### src/rtl/pio_timer_pkg.sv
package pio_timer_pkg;

    localparam int NUM_MODES       = 5;
    localparam int MODE_W          = 3;
    localparam int CNT_W           = 16;
    localparam int IORDY_SAMPLE_NS = 35;
    localparam int IORDY_MAX_NS    = 1250;
    localparam int FIRST_REP_MODE  = 3;

    typedef logic [MODE_W-1:0] mode_t;

    typedef struct packed {
        logic [CNT_W-1:0] setup;
        logic [CNT_W-1:0] active;
        logic [CNT_W-1:0] recov;
    } phase_t;

    typedef enum logic [1:0] {
        ST_IDLE   = 2'd0,
        ST_SETUP  = 2'd1,
        ST_ACTIVE = 2'd2,
        ST_RECOV  = 2'd3
    } pio_state_e;

    function automatic int ns_to_cyc(int ns, int per);
        return (ns + per - 1) / per;
    endfunction

    function automatic int imax(int a, int b);
        return (a > b) ? a : b;
    endfunction

    function automatic int cycle_min_ns(int m);
        case (m)
            0:       return 600;
            1:       return 383;
            2:       return 240;
            3:       return 180;
            default: return 120;
        endcase
    endfunction

    function automatic int addr_setup_ns(int m);
        case (m)
            0:       return 70;
            1:       return 50;
            2:       return 30;
            3:       return 30;
            default: return 25;
        endcase
    endfunction

    function automatic int strobe_min_ns(int m);
        case (m)
            0:       return 165;
            1:       return 125;
            2:       return 100;
            3:       return 80;
            default: return 70;
        endcase
    endfunction

    function automatic int recov_min_ns(int m);
        case (m)
            3:       return 70;
            4:       return 25;
            default: return 0;
        endcase
    endfunction

    function automatic int wdata_setup_ns(int m);
        case (m)
            0:       return 60;
            1:       return 45;
            2:       return 30;
            3:       return 30;
            default: return 20;
        endcase
    endfunction

    function automatic int wdata_hold_ns(int m);
        case (m)
            0:       return 30;
            1:       return 20;
            2:       return 15;
            default: return 10;
        endcase
    endfunction

    function automatic int addr_hold_ns(int m);
        case (m)
            0:       return 20;
            1:       return 15;
            default: return 10;
        endcase
    endfunction

    // Turn the nanosecond limits of one mode into cycle counts; any shortfall
    // against the total cycle time is added to the recovery phase.
    function automatic phase_t derive_phase(int m, int rep_ns, int per);
        int s;
        int a;
        int rmin;
        int cyc;
        int c;
        int r;
        phase_t p;
        s    = imax(ns_to_cyc(addr_setup_ns(m), per), 1);
        a    = imax(ns_to_cyc(strobe_min_ns(m), per), ns_to_cyc(wdata_setup_ns(m), per));
        a    = imax(a, ns_to_cyc(IORDY_SAMPLE_NS, per));
        rmin = imax(ns_to_cyc(recov_min_ns(m), per),
                    imax(ns_to_cyc(wdata_hold_ns(m), per), ns_to_cyc(addr_hold_ns(m), per)));
        rmin = imax(rmin, 1);
        cyc  = cycle_min_ns(m);
        if (m >= FIRST_REP_MODE && rep_ns > cyc) begin
            cyc = rep_ns;
        end
        c = ns_to_cyc(cyc, per);
        r = (a + rmin >= c) ? rmin : c - a;
        p.setup  = CNT_W'(s);
        p.active = CNT_W'(a);
        p.recov  = CNT_W'(r);
        return p;
    endfunction

endpackage

### src/rtl/pio_mode_cfg.sv
module pio_mode_cfg
    import pio_timer_pkg::*;
#(
    parameter int CLK_NS = 10
) (
    input  logic        clk,
    input  logic        rst,
    input  logic        mode_wr,
    input  mode_t       mode_in,
    input  logic [15:0] rep_ns,
    output phase_t      phase_q
);

    localparam phase_t RESET_PHASE = derive_phase(0, 0, CLK_NS);
    localparam mode_t  MODE_LIMIT  = MODE_W'(NUM_MODES);

    mode_t mode_q;

    always_ff @(posedge clk) begin
        if (rst) begin
            mode_q  <= '0;
            phase_q <= RESET_PHASE;
        end else if (mode_wr && (mode_in < MODE_LIMIT)) begin
            mode_q  <= mode_in;
            phase_q <= derive_phase(int'(mode_in), int'(rep_ns), CLK_NS);
        end
    end

    // only legal modes are ever held
    a_r9_mode_legal: assert property (@(posedge clk) disable iff (rst)
        mode_q < MODE_LIMIT);

    // stored active plus recovery never undercuts the table cycle time
    a_r4_cycle_floor: assert property (@(posedge clk) disable iff (rst)
        (int'(phase_q.active) + int'(phase_q.recov)) * CLK_NS >= cycle_min_ns(int'(mode_q)));

endmodule

### src/rtl/pio_iordy_watch.sv
module pio_iordy_watch #(
    parameter int WAIT_CYC = 125
) (
    input  logic clk,
    input  logic rst,
    input  logic in_active,
    input  logic armed,
    input  logic iordy,
    output logic timeout
);

    localparam int WW = $clog2(WAIT_CYC + 1);
    localparam logic [WW-1:0] LAST = WW'(WAIT_CYC - 1);

    logic [WW-1:0] wcnt;

    assign timeout = armed && !iordy && (wcnt == LAST);

    always_ff @(posedge clk) begin
        if (rst || !in_active) begin
            wcnt <= '0;
        end else if (armed && !iordy && !timeout) begin
            wcnt <= wcnt + WW'(1);
        end
    end

    // the wait counter never runs past its limit
    a_r7_wait_bound: assert property (@(posedge clk) disable iff (rst)
        wcnt <= LAST);

    // outside a strobe the counter is back at zero
    a_r7_wait_cleared: assert property (@(posedge clk) disable iff (rst)
        !in_active |=> (wcnt == '0) || in_active);

endmodule

### src/rtl/pio_phase_ctrl.sv
module pio_phase_ctrl
    import pio_timer_pkg::*;
#(
    parameter int ADDR_W = 3,
    parameter int DATA_W = 16,
    parameter int TA_CYC = 4
) (
    input  logic              clk,
    input  logic              rst,
    input  logic              start,
    input  logic              wr_en,
    input  logic [ADDR_W-1:0] addr_in,
    input  logic [DATA_W-1:0] wdata_in,
    input  phase_t            phase_in,
    input  logic              iordy,
    input  logic [DATA_W-1:0] dd_in,
    input  logic              timeout,
    output logic              in_active,
    output logic              armed,
    output logic [ADDR_W-1:0] da_o,
    output logic              rd_stb_n,
    output logic              wr_stb_n,
    output logic [DATA_W-1:0] dd_out,
    output logic              dd_oe,
    output logic              busy,
    output logic              done,
    output logic [DATA_W-1:0] rdata,
    output logic              wait_err
);

    localparam logic [CNT_W-1:0] ONE   = CNT_W'(1);
    localparam logic [CNT_W-1:0] TA_M1 = CNT_W'(TA_CYC - 1);

    pio_state_e        state;
    logic [CNT_W-1:0]  cnt;
    logic [CNT_W-1:0]  cnt_inc;
    phase_t            ph;
    logic              is_wr;
    logic [ADDR_W-1:0] addr_q;
    logic [DATA_W-1:0] wdata_q;
    logic              min_met;

    assign cnt_inc   = cnt + ONE;
    assign min_met   = cnt_inc >= ph.active;
    assign busy      = (state != ST_IDLE);
    assign in_active = (state == ST_ACTIVE);
    assign armed     = in_active && (cnt >= TA_M1);
    assign rd_stb_n  = !(in_active && !is_wr);
    assign wr_stb_n  = !(in_active && is_wr);
    assign dd_oe     = busy && is_wr;
    assign dd_out    = wdata_q;
    assign da_o      = addr_q;

    always_ff @(posedge clk) begin
        if (rst) begin
            state    <= ST_IDLE;
            cnt      <= '0;
            ph       <= '0;
            is_wr    <= 1'b0;
            addr_q   <= '0;
            wdata_q  <= '0;
            rdata    <= '0;
            done     <= 1'b0;
            wait_err <= 1'b0;
        end else begin
            done <= 1'b0;
            case (state)
                ST_IDLE: begin
                    if (start) begin
                        ph       <= phase_in;
                        is_wr    <= wr_en;
                        addr_q   <= addr_in;
                        wdata_q  <= wdata_in;
                        wait_err <= 1'b0;
                        cnt      <= '0;
                        state    <= ST_SETUP;
                    end
                end
                ST_SETUP: begin
                    if (cnt_inc == ph.setup) begin
                        cnt   <= '0;
                        state <= ST_ACTIVE;
                    end else begin
                        cnt <= cnt_inc;
                    end
                end
                ST_ACTIVE: begin
                    if (timeout || (min_met && iordy)) begin
                        wait_err <= timeout;
                        if (!is_wr) begin
                            rdata <= dd_in;
                        end
                        cnt   <= '0;
                        state <= ST_RECOV;
                    end else if (!min_met) begin
                        cnt <= cnt_inc;
                    end
                end
                ST_RECOV: begin
                    if (cnt_inc == ph.recov) begin
                        cnt   <= '0;
                        done  <= 1'b1;
                        state <= ST_IDLE;
                    end else begin
                        cnt <= cnt_inc;
                    end
                end
                default: state <= ST_IDLE;
            endcase
        end
    end

    // address lines hold still for the whole transfer
    a_r2_addr_hold: assert property (@(posedge clk) disable iff (rst)
        (busy && $past(busy)) |-> $stable(da_o));

    // a low IORDY at a sampling edge keeps the strobe asserted
    a_r6_iordy_hold: assert property (@(posedge clk) disable iff (rst)
        (armed && !iordy && !timeout) |=> in_active);

    // read data equals the bus value at the negation edge
    a_r8_capture: assert property (@(posedge clk) disable iff (rst)
        ($past(state) == ST_ACTIVE && state == ST_RECOV && !is_wr) |-> rdata == $past(dd_in));

    // a start while busy leaves the running transfer untouched
    a_r10_start_ignored: assert property (@(posedge clk) disable iff (rst)
        (start && busy && state != ST_RECOV) |=> busy && $stable(da_o));

    // done lasts one cycle
    a_r11_done_pulse: assert property (@(posedge clk) disable iff (rst)
        done |=> !done);

endmodule

### src/rtl/pio_cycle_timer.sv
module pio_cycle_timer
    import pio_timer_pkg::*;
#(
    parameter int CLK_NS = 10,
    parameter int ADDR_W = 3,
    parameter int DATA_W = 16
) (
    input  logic              clk,
    input  logic              rst,
    input  logic              start,
    input  logic              wr_en,
    input  logic [ADDR_W-1:0] addr_in,
    input  logic [DATA_W-1:0] wdata_in,
    input  logic              mode_wr,
    input  logic [2:0]        mode_in,
    input  logic [15:0]       cyc_ns_in,
    input  logic              iordy,
    input  logic [DATA_W-1:0] dd_in,
    output logic [ADDR_W-1:0] da_o,
    output logic              rd_stb_n,
    output logic              wr_stb_n,
    output logic [DATA_W-1:0] dd_out,
    output logic              dd_oe,
    output logic              busy,
    output logic              done,
    output logic [DATA_W-1:0] rdata,
    output logic              wait_err
);

    localparam int TA_CYC   = ns_to_cyc(IORDY_SAMPLE_NS, CLK_NS);
    localparam int WAIT_CYC = ns_to_cyc(IORDY_MAX_NS, CLK_NS);

    phase_t phase_cfg;
    logic   in_active;
    logic   armed;
    logic   timeout;

    pio_mode_cfg #(
        .CLK_NS (CLK_NS)
    ) cfg_i (
        .clk     (clk),
        .rst     (rst),
        .mode_wr (mode_wr),
        .mode_in (mode_in),
        .rep_ns  (cyc_ns_in),
        .phase_q (phase_cfg)
    );

    pio_iordy_watch #(
        .WAIT_CYC (WAIT_CYC)
    ) watch_i (
        .clk       (clk),
        .rst       (rst),
        .in_active (in_active),
        .armed     (armed),
        .iordy     (iordy),
        .timeout   (timeout)
    );

    pio_phase_ctrl #(
        .ADDR_W (ADDR_W),
        .DATA_W (DATA_W),
        .TA_CYC (TA_CYC)
    ) ctrl_i (
        .clk       (clk),
        .rst       (rst),
        .start     (start),
        .wr_en     (wr_en),
        .addr_in   (addr_in),
        .wdata_in  (wdata_in),
        .phase_in  (phase_cfg),
        .iordy     (iordy),
        .dd_in     (dd_in),
        .timeout   (timeout),
        .in_active (in_active),
        .armed     (armed),
        .da_o      (da_o),
        .rd_stb_n  (rd_stb_n),
        .wr_stb_n  (wr_stb_n),
        .dd_out    (dd_out),
        .dd_oe     (dd_oe),
        .busy      (busy),
        .done      (done),
        .rdata     (rdata),
        .wait_err  (wait_err)
    );

    // never both strobes at once
    a_r8_one_strobe: assert property (@(posedge clk) disable iff (rst)
        rd_stb_n || wr_stb_n);

endmodule

### config.mk
export PLATFORM = sky130hd
export DESIGN_NAME = pio_cycle_timer
export DESIGN_NICKNAME = d
export VERILOG_FILES = /design/src/rtl/pio_timer_pkg.sv /design/src/rtl/pio_mode_cfg.sv /design/src/rtl/pio_iordy_watch.sv /design/src/rtl/pio_phase_ctrl.sv /design/src/rtl/pio_cycle_timer.sv
export SDC_FILE = /design/constraint.sdc
export NUM_CORES = 1
export LEC_CHECK = 0
export ABC_AREA = 1
export CAP_MARGIN = 5
export CORE_MARGIN = 1.5
export CORE_UTILIZATION = 40
export DETAILED_ROUTE_END_ITERATION = 8
export GPL_ROUTABILITY_DRIVEN = 1
export PLACE_DENSITY = 0.59
export RECOVER_POWER = 25
export SETUP_SLACK_MARGIN = 0.2
export SLEW_MARGIN = 20
export SYNTH_ARGS = -nofsm -noshare
export SYNTH_HDL_FRONTEND = slang
export SYNTH_SLANG_ARGS = --single-unit
### constraint.sdc
create_clock -name clk -period 21.6 [get_ports clk]
set_input_delay 5.4 -clock clk [delete_from_list [all_inputs] [get_ports clk]]
set_output_delay 5.4 -clock clk [all_outputs]
set_load 0.01 [all_outputs]
==> summary by stage <==
Route
The total DRC errors in the routed layout is 0. In this run, the number of DRC markers left after iteration 0 of detailed routing was 470. The total wire length after detailed routing is 21.2 mm.

Dividing the detail-routed wire length by the instance count gives 11.9 µm. The first-pass detailed-route iteration total is 7. The uppermost layer routed is met4. After detailed routing, the met3 layer carries 571 µm of wire. The met2 wirelength from detailed routing is 10.2 mm. The detailed router placed 8739 vias in this run. The post-detailed-route via-to-cell ratio is 4.91. In this run the remaining antenna-violating nets after routing total 0.

For this block, wires on met1 add up to 10.2 mm.

Cells and area
In the final layout, the share of cells above drive strength 1 is 0.101. The net total in the final layout is 1615. Summing all non-filler instances in the final layout gives an area of 10900 µm². The number of antenna diodes in the final layout is 0.

The layout-stage area growth over the synthesis result is 20.7%.

Synth
The leading area contributor after synthesis is sky130_fd_sc_hd__dfxtp_1. The cell count after synthesis is 1391. The top flip-flop cell by instance count after synthesis is sky130_fd_sc_hd__dfxtp_1. For this run, the register share of the synthesized area comes to 0.260. For this run, the number of Yosys warnings is 0.

The post-synthesis register bit count is 117. After synthesis, the most frequently instantiated cells are sky130_fd_sc_hd__nand2_1, sky130_fd_sc_hd__nor2_1, sky130_fd_sc_hd__inv_1. sky130_fd_sc_hd__nand2_1 is the most common cell in the netlist. The post-synthesis instance area is 9000 µm². Counting distinct cell types in the post-synthesis netlist gives 50. The mean instance size in the synthesized netlist is 6.47 µm².

Ranked by total cell area, the synthesized netlist is headed by sky130_fd_sc_hd__dfxtp_1, sky130_fd_sc_hd__nand2_1, sky130_fd_sc_hd__ha_1. The share of synthesized area in the top cell type comes to 0.260. Yosys mapped a number of flops with a built-in enable equal to 0. The share of flip-flops with an asynchronous set or reset after synthesis is 0.

Clock network
The clock reaches the later pin of the worst-skew pair after 410 ps. TritonCTS built the clock tree. The tree is rooted in a sky130_fd_sc_hd__clkbuf_16.

No sink is reached through more buffers than the 2 on the longest clock path. After clock tree synthesis, the repair step resized 0 gates. The clock buffer count from CTS is 17. The H-tree was split into 4 levels. The post-CTS clock slew at the launch and capture registers of the worst setup and hold paths is 60 ps. CTS saw 117 sinks. The total setup buffers inserted after CTS is 0. In this run, post-CTS hold repair placed 0 buffers.

Floorplanning
101 I/O pins were placed. The area of the core region is 22000 µm². The full die area is 23400 µm². The width of the die is 153 µm. The floorplan has 54 rows. The initial standard-cell utilization of the core is 0.410. The y dimension of the die is 153 µm.

Timing
Dividing the final minimum period by the clock period gives 0.767. For this run, the top clock speed supported by timing is 0.0604 GHz. The count of endpoints failing setup in the final report is 0. The worst max-slew margin expressed relative to the limit is -0.284.

For the pin with the worst max-slew slack, the measured transition is 1930 ps. Setup repair after global routing left no endpoint under its margin. The worst hold-check slack is 461 ps.

The final setup slack of the worst path is 5040 ps. On the final layout, the worst clock skew is 7.66 ps. The final period demand of the worst path is 16560 ps. The post-route setup TNS is 0 ps. The count of endpoints failing hold in the final timing report is 0. The count of final max-slew check failures came to 39.

Power and ir drop
In this run the static leakage power is 0.00508 µW. VDD sags by at most 0.000107 V. Summing internal, switching and leakage power gives 1540 µW.

For this design the ratio of total power to cell area is 142 nW/µm².

Global routing
The number of antenna violations at the first check in global routing is 0. The total grt overflow is 0. The global-route wire length before repair is 37.4 mm. The number of global-route vias before repair is 8182. For this run, the total global-route usage over all layers was measured as 0.188. The largest net degree at the start of global routing is 75.

Placement
Routability-driven placement finished with a final weighted congestion of 0.833. The worst slack at placement is 4700 ps. The detailed placement HPWL is 16.4 mm. The instance area at placement is 10300 µm². The count of buffers from port buffering is 100.

Run
The tool flagged a number of max-cap violations equal to 1.

Min path
The worst hold path belongs to the class reg -> reg.

Outcome
The flow ran to the end, but the final reports show violations. The checks that failed: capacitance limit, slew limit.

Worst setup path
The largest fanout of any net on the critical path is 13. The worst setup path is of the in -> reg kind. The endpoint kind of the worst setup timing path is a flop. Data on the critical path is required at its endpoint by 21810 ps. STA puts the critical path data arrival time at 16780 ps.

The worst setup path is launched from a primary input. The critical path's largest stage delay is 490 ps. The cell occurring most often along the worst timing path is sky130_fd_sc_hd__nand2_1.

The slowest cell on the critical path is sky130_fd_sc_hd__clkdlybuf4s50_1.
-- power breakdown --
group	switching [µW]	leakage, µW	internal, µW
combinational	606	0.00385	376
sequential	19.9	0.000958	255
clock	98.3	0.000281	183
-- final cells by class --
type,instances,area (µm²)
fill,2202,11100
clock buffer,19,443
clock inverter,13,156
timing repair buffer,106,1040
inverter,194,729
tap,280,350
multi-input combinational,1050,5800
sequential,117,2340
-- flip-flops by register name, summed over array words and instances, names as in the netlist --
register         count
ctrl_i.dd_out       16
ctrl_i.state         2
ctrl_i.rdata        16
ctrl_i.cnt          16
ctrl_i.done          1
cfg_i.phase_q       27
watch_i.wcnt         7
ctrl_i.ph           27
ctrl_i.da_o          3
ctrl_i.wait_err      1
ctrl_i.is_wr         1
-- critical path: cells and delay by family --
| family | cells | cell delay [ps] |
|---|---|---|
| buffers and inverters | 16 | 1680 |
| adder cells (fa/ha/maj) | 5 | 1150 |
| AO/OA/AOI/OAI | 7 | 1090 |
| AND/OR/NAND/NOR | 72 | 7450 |
-- path summary, 6_finish.rpt --
check,start,endpoint,slack [ps],cells after the start
setup / recovery,mode_in[0],cfg_i.phase_q[10],5040,100
hold / removal,cfg_i.phase_q[33],cfg_i.phase_q[33],460,2
setup reg to reg,ctrl_i.cnt[0],ctrl_i.cnt[12],17200,23
hold reg to reg,cfg_i.phase_q[33],cfg_i.phase_q[33],460,2
-- placed cells by master, fill, tap and decap left out, types with 5 or more instances in the layout --
| master | n |
|---|---|
| sky130_fd_sc_hd__a211oi_1 | 5 |
| sky130_fd_sc_hd__a21oi_1 | 87 |
| sky130_fd_sc_hd__buf_4 | 5 |
| sky130_fd_sc_hd__clkbuf_16 | 17 |
| sky130_fd_sc_hd__clkdlybuf4s50_1 | 68 |
| sky130_fd_sc_hd__clkinv_2 | 5 |
| sky130_fd_sc_hd__clkinvlp_4 | 5 |
| sky130_fd_sc_hd__conb_1 | 6 |
| sky130_fd_sc_hd__dfxtp_1 | 117 |
| sky130_fd_sc_hd__dlygate4sd3_1 | 32 |
| sky130_fd_sc_hd__ha_1 | 67 |
| sky130_fd_sc_hd__inv_1 | 165 |
| sky130_fd_sc_hd__inv_2 | 27 |
| sky130_fd_sc_hd__nand2_1 | 242 |
| sky130_fd_sc_hd__nand2_2 | 42 |
| sky130_fd_sc_hd__nand2_4 | 12 |
| sky130_fd_sc_hd__nand3_1 | 106 |
| sky130_fd_sc_hd__nand3_2 | 11 |
| sky130_fd_sc_hd__nand3b_1 | 7 |
| sky130_fd_sc_hd__nand4_1 | 14 |
| sky130_fd_sc_hd__nor2_1 | 207 |
| sky130_fd_sc_hd__nor2_2 | 10 |
| sky130_fd_sc_hd__nor3_1 | 19 |
| sky130_fd_sc_hd__nor4_1 | 5 |
| sky130_fd_sc_hd__o211ai_1 | 12 |
| sky130_fd_sc_hd__o21ai_0 | 110 |
| sky130_fd_sc_hd__xnor2_1 | 13 |
| sky130_fd_sc_hd__xor2_1 | 34 |
-- through the flow --
step	cells	util
finish	1779	0.495
global route	1779	0.495
CTS	1779	0.495
detailed placement	1747	0.468
global placement	1747	0.468
floorplan	1395	-
-- routing by layer --
metal  vias to the layer above  track usage
li1                       4679            -
met1                      3913        0.239
met2                       126        0.330
met3                        21       0.0281
met4                         0       0.0537
met5                         -            0
-- kinds of logic (layout without fill, tap and decap cells) --
logic type | Yosys count | in the layout | synth area share
fa+ha+maj | 69 | 69 | 0.0976
compound gates | 236 | 236 | 0.142
buf+inv | 228 | 332 | 0.0976
flops | 117 | 117 | 0.260
simple gates | 692 | 692 | 0.356
other cells | 2 | 6 | 0.000834
xor+xnor | 47 | 47 | 0.0457
Note: power is estimated with default switching activity, not from simulation.
